## src/rtl/index_prefix_decoder.sv

```systemverilog
module index_prefix_decoder #(
  parameter logic [7:0] PFX_X   = 8'hDD,
  parameter logic [7:0] PFX_Y   = 8'hFD,
  parameter logic [7:0] PFX_EXT = 8'hED,
  parameter logic [7:0] PFX_BIT = 8'hCB
) (
  input  logic       clk,
  input  logic       rst_n,
  input  logic       in_valid,
  output logic       in_ready,
  input  logic [7:0] in_byte,
  output logic       out_valid,
  input  logic       out_ready,
  output logic [1:0] out_kind,
  output logic [1:0] out_index,
  output logic [7:0] out_opcode,
  output logic       out_mem_idx,
  output logic       out_has_disp,
  output logic [7:0] out_disp,
  output logic       out_disp_first,
  output logic       out_reg_sub
);

  localparam logic [1:0] K_DROP = 2'd0, K_MAIN = 2'd1, K_EXT = 2'd2, K_BIT = 2'd3;
  localparam logic [1:0] IX_NONE = 2'd0, IX_X = 2'd1, IX_Y = 2'd2;

  typedef enum logic [2:0] {
    ST_BASE, ST_IDX, ST_EXT, ST_BIT, ST_XBIT_D, ST_XBIT_OP, ST_DISP
  } st_t;

  st_t        st, st_n;
  logic [1:0] idx, idx_n;
  logic [7:0] hold_op, hold_op_n;
  logic [7:0] hold_d, hold_d_n;

  logic       emit;
  logic [1:0] e_kind, e_index;
  logic [7:0] e_op, e_disp;
  logic       e_mem, e_hd, e_df, e_rs;

  logic take, is_idx_pfx;
  logic [1:0] pfx_code;
  logic [7:0] cur_pfx;

  function automatic logic mem_form(input logic [7:0] b);
    case (b[7:6])
      2'b01:   mem_form = (b[5:3] == 3'd6 || b[2:0] == 3'd6) && b != 8'h76;
      2'b10:   mem_form = (b[2:0] == 3'd6);
      2'b00:   mem_form = (b == 8'h34 || b == 8'h35 || b == 8'h36);
      default: mem_form = 1'b0;
    endcase
  endfunction

  assign in_ready   = !out_valid || out_ready;
  assign take       = in_valid && in_ready;
  assign is_idx_pfx = (in_byte == PFX_X) || (in_byte == PFX_Y);
  assign pfx_code   = (in_byte == PFX_X) ? IX_X : IX_Y;
  assign cur_pfx    = (idx == IX_X) ? PFX_X : PFX_Y;

  always_comb begin
    st_n      = st;
    idx_n     = idx;
    hold_op_n = hold_op;
    hold_d_n  = hold_d;
    emit      = 1'b0;
    e_kind    = K_MAIN;
    e_index   = IX_NONE;
    e_op      = in_byte;
    e_disp    = 8'h00;
    e_mem     = 1'b0;
    e_hd      = 1'b0;
    e_df      = 1'b0;
    e_rs      = 1'b0;
    case (st)
      ST_BASE: begin
        if (is_idx_pfx) begin
          st_n  = ST_IDX;
          idx_n = pfx_code;
        end else if (in_byte == PFX_EXT) begin
          st_n = ST_EXT;
        end else if (in_byte == PFX_BIT) begin
          st_n = ST_BIT;
        end else begin
          emit = 1'b1;
        end
      end
      ST_IDX: begin
        if (is_idx_pfx) begin
          emit   = 1'b1;
          e_kind = K_DROP;
          e_op   = cur_pfx;
          idx_n  = pfx_code;
        end else if (in_byte == PFX_EXT) begin
          emit   = 1'b1;
          e_kind = K_DROP;
          e_op   = cur_pfx;
          idx_n  = IX_NONE;
          st_n   = ST_EXT;
        end else if (in_byte == PFX_BIT) begin
          st_n = ST_XBIT_D;
        end else if (mem_form(in_byte)) begin
          hold_op_n = in_byte;
          st_n      = ST_DISP;
        end else begin
          emit    = 1'b1;
          e_index = idx;
          e_rs    = (in_byte != 8'hEB) && (in_byte != 8'hD9);
          idx_n   = IX_NONE;
          st_n    = ST_BASE;
        end
      end
      ST_EXT: begin
        emit   = 1'b1;
        e_kind = K_EXT;
        st_n   = ST_BASE;
      end
      ST_BIT: begin
        emit   = 1'b1;
        e_kind = K_BIT;
        st_n   = ST_BASE;
      end
      ST_XBIT_D: begin
        hold_d_n = in_byte;
        st_n     = ST_XBIT_OP;
      end
      ST_XBIT_OP: begin
        emit    = 1'b1;
        e_kind  = K_BIT;
        e_index = idx;
        e_mem   = 1'b1;
        e_hd    = 1'b1;
        e_df    = 1'b1;
        e_disp  = hold_d;
        idx_n   = IX_NONE;
        st_n    = ST_BASE;
      end
      ST_DISP: begin
        emit    = 1'b1;
        e_index = idx;
        e_op    = hold_op;
        e_mem   = 1'b1;
        e_hd    = 1'b1;
        e_disp  = in_byte;
        idx_n   = IX_NONE;
        st_n    = ST_BASE;
      end
      default: begin
        st_n  = ST_BASE;
        idx_n = IX_NONE;
      end
    endcase
  end

  always_ff @(posedge clk) begin
    if (!rst_n) begin
      st      <= ST_BASE;
      idx     <= IX_NONE;
      hold_op <= 8'h00;
      hold_d  <= 8'h00;
    end else if (take) begin
      st      <= st_n;
      idx     <= idx_n;
      hold_op <= hold_op_n;
      hold_d  <= hold_d_n;
    end
  end

  always_ff @(posedge clk) begin
    if (!rst_n) begin
      out_valid      <= 1'b0;
      out_kind       <= K_DROP;
      out_index      <= IX_NONE;
      out_opcode     <= 8'h00;
      out_mem_idx    <= 1'b0;
      out_has_disp   <= 1'b0;
      out_disp       <= 8'h00;
      out_disp_first <= 1'b0;
      out_reg_sub    <= 1'b0;
    end else if (take && emit) begin
      out_valid      <= 1'b1;
      out_kind       <= e_kind;
      out_index      <= e_index;
      out_opcode     <= e_op;
      out_mem_idx    <= e_mem;
      out_has_disp   <= e_hd;
      out_disp       <= e_disp;
      out_disp_first <= e_df;
      out_reg_sub    <= e_rs;
    end else if (out_ready) begin
      out_valid <= 1'b0;
    end
  end

  assert_drop_clean_R3: assert property (@(posedge clk) disable iff (!rst_n)
    out_valid && out_kind == K_DROP |->
      out_index == IX_NONE && !out_mem_idx && !out_has_disp &&
      (out_opcode == PFX_X || out_opcode == PFX_Y));

  assert_mem_has_disp_R4: assert property (@(posedge clk) disable iff (!rst_n)
    out_valid && out_mem_idx |-> out_has_disp && out_index != IX_NONE);

  assert_sub_excl_R6: assert property (@(posedge clk) disable iff (!rst_n)
    out_valid && out_reg_sub |-> !out_mem_idx && out_kind == K_MAIN);

  assert_ext_unindexed_R7: assert property (@(posedge clk) disable iff (!rst_n)
    out_valid && out_kind == K_EXT |-> out_index == IX_NONE && !out_reg_sub && !out_mem_idx);

  assert_disp_first_R10: assert property (@(posedge clk) disable iff (!rst_n)
    out_valid && out_disp_first |-> out_kind == K_BIT && out_mem_idx && out_index != IX_NONE);

  assert_hold_R12: assert property (@(posedge clk) disable iff (!rst_n)
    out_valid && !out_ready |=>
      out_valid && $stable(out_opcode) && $stable(out_kind) && $stable(out_disp));

  assert_stall_R12: assert property (@(posedge clk) disable iff (!rst_n)
    out_valid && !out_ready |-> !in_ready);

endmodule

```

## config.mk

```make
export PLATFORM = sky130hd
export DESIGN_NAME = index_prefix_decoder
export DESIGN_NICKNAME = d
export VERILOG_FILES = /design/src/rtl/index_prefix_decoder.sv
export SDC_FILE = /design/constraint.sdc
export NUM_CORES = 1
export LEC_CHECK = 0
export BUFFER_PORTS_ARGS = -buffer_cell sky130_fd_sc_hd__buf_2
export CORE_MARGIN = 2
export CORE_UTILIZATION = 58
export CTS_CLUSTER_DIAMETER = 100
export CTS_CLUSTER_SIZE = 20
export DETAILED_ROUTE_END_ITERATION = 12
export PLACE_DENSITY_LB_ADDON = 0.2
export SLEW_MARGIN = 20
export SYNTH_ARGS = -nofsm -noshare
export SYNTH_HDL_FRONTEND = slang
export SYNTH_SLANG_ARGS = --single-unit
```

## constraint.sdc

```tcl
create_clock -name clk -period 3.34 [get_ports clk]
set_input_delay 0.167 -clock clk [delete_from_list [all_inputs] [get_ports clk]]
set_output_delay 0.167 -clock clk [all_outputs]
set_load 0.005 [all_outputs]
```

==> results_dict.tcl <==
set metrics [dict create \
    wl_per_cell_um 15.1 \
    fp-row-count 23 \
    r2r_cells 4 \
    netlist.area_leader.share_pct 36.8 \
    dp_hpwl_um 3730 \
    die_area_um2 4750 \
    tns_ps 0 \
    ys_seq_area_share_pct 36.8 \
    syn_nets 301 \
    slew_viol_final 0 \
    clk_pin_slew_ps 90 \
    worstPathRequired_ps 3510 \
    grt_pass1_wl_um 9040 \
    relSlewSlack_pct 42.1 \
    die_h_um 68.9 \
    drt_pass1_iterations 4 \
    wl_met3_um 309 \
    root_buffer "clkbuf_8" \
    status "finished, final reports clean" \
    gp_congestion 0.876 \
    viasPerCell 5.89 \
    synth_area_um2 2450 \
    synth_edf_count 0 \
    fillCellCount 356 \
    grt_pass1_vias 1880 \
    top_layer_used "met4" \
    area_growth_pct 10.7 \
    seq_area_um2 901 \
    vdd_ir_drop_max_mv 0.332 \
    r2r-start "st[0]" \
    antenna_found_initial 0 \
    fmax_ghz 0.456 \
    cp.arrival_ps 2360 \
    ys_types 52 \
    totalWireLength_um 5440 \
    power_mw 1.26 \
    clk_path_buf_depth 2 \
    critPathKind "reg2reg" \
    fin_crit_sh_pct 65.6 \
    yosys-top-cells-count "dfxtp_1 (45), nand2_1 (40), mux2i_1 (26), a21oi_1 (20)" \
    min_period_ps 2190 \
    cts_setup_buffers 0 \
    avgSynthCellArea_um2 8.46 \
    fp.dieW_um 68.9 \
    hold-path-endpoint "out_valid" \
    maxCapViolations 0 \
    core_area_um2 4030 \
    rrSetupSlack_ps 1150 \
    hold_class "in2reg" \
    placed_area_um2 2570 \
    cellPowerDensity_nw_per_um2 464 \
    clk_latency_ps 300 \
    worstHoldStart "out_ready" \
    ys_seq_elements 45 \
    cts_tree "done" \
    grt.total_usage_pct 25.6 \
    stdcell_count 360 \
    cts_hold_buffers 0 \
    port_buffers 37 \
    ys_top_cells_by_area "dfxtp_1 (37%), mux2i_1 (11%), nand2_1 (6.1%)" \
    yosysTopAreaCell "dfxtp_1" \
    crit_path_start_kind "register" \
    holdPathStages 3 \
    layout-drive-gt1-share_pct 18.7 \
    dp_cells 352 \
    startpoint "st[0]" \
    grt_max_degree 35 \
    wl_met2_um 2610 \
    yosys_warnings 0 \
    fin_nets 321 \
    cts_resized 0 \
    whs_ps 198 \
    first_iter_violations 197 \
    final_util_pct 67.2 \
    r2r_end "hold_op[3]" \
    wl_met1_um 2450 \
    worst_slack_ps 1150 \
    hold_violations 0 \
    gr-total-overflow 0 \
    worst_pin_slew_ps 867 \
    ioPinCount 38 \
    antenna_cells 0 \
    synth-async-reset-ratio_pct 0 \
    synthFlopType "dfxtp_1" \
    final-setup-viol-count 0 \
    fin_skew_ps 6.88 \
    clock_sinks 45 \
    antenna_left 0 \
    rsz0062_at_grt "no" \
    p_leak_nw 1.20 \
    dr_total_vias 2122 \
    post-route-drc-count 0 \
    dp_slack_ps 1080 \
    synthCells 289 \
    start_util_pct 60.7 \
    yosysMostFrequentCell "dfxtp_1" \
    ctsHtreeMaxLevel 2 \
    multiInputGateArea_um2 1390 \
    cp-end-kind "register" \
    cts_made_buffers 5 \
    fin_area_um2 2710 \
    crit_fanout 16 \
]
routing by layer:
| layer | track usage, % | vias to the layer above |
|---|---|---|
| li1 | - | 1073 |
| met1 | 35.5 | 970 |
| met2 | 40.1 | 72 |
| met3 | 5.03 | 7 |
| met4 | 7.60 | 0 |
| met5 | 0 | - |
worst max-delay path, stage by stage (launching register included):
cell and delay, ps:
dfxtp_1 550, nor3b_1 530, nand3_1 320, nor3_4 500, o21ai_0 170
layout make-up:
| class | count | share of cell area [%] |
|---|---|---|
| tap | 50 | 2.31 |
| clock buffer | 5 | 2.54 |
| clock inverter | 3 | 2.40 |
| timing repair buffer | 40 | 7.67 |
| inverter | 4 | 0.554 |
| multi-input combinational | 213 | 51.3 |
| sequential | 45 | 33.3 |
flip-flops by register name, summed over array words and instances (netlist names), 2 cells and up:
signal and cells:
out_opcode 8, out_disp 8, idx 2, hold_d 8, st 3, out_kind 2
out_index 2, hold_op 8
kinds of logic after synthesis:
group	after synthesis	share of synthesized area, %
and+or+nand+nor	113	25.2
xor gates and xnor gates	1	0.358
buffers and inverters	31	6.39
AOI/OAI and AO/OA	73	20.6
muxes	26	10.6
DFF	45	36.8
report_power, final:
part / internal (mW) / switching [mW]
combinational: 0.0764 / 0.126
clock: 0.297 / 0.187
sequential: 0.556 / 0.0153
cell usage in the layout, fill, tap and decap left out, drive strengths merged, types with 5 or more instances in the layout:
cell	instances
a211oi	6
a21oi	20
a22o	8
buf	40
clkbuf	5
dfxtp	45
mux2i	26
nand2	42
nand2b	5
nand3	19
nor2	17
nor3	7
o21ai	19
worst max path at each step:
stage	to	slack [ps]
6_report	hold_op[3]	1150
5_1_grt	hold_op[6]	880
4_1_cts	hold_op[3]	1150
3_5_place_dp	out_disp[7]	1080
3_3_place_gp	out_disp[7]	1130
2_1_floorplan	hold_op[0]	1520
No activity file was read; power rests on OpenSTA's default activity.
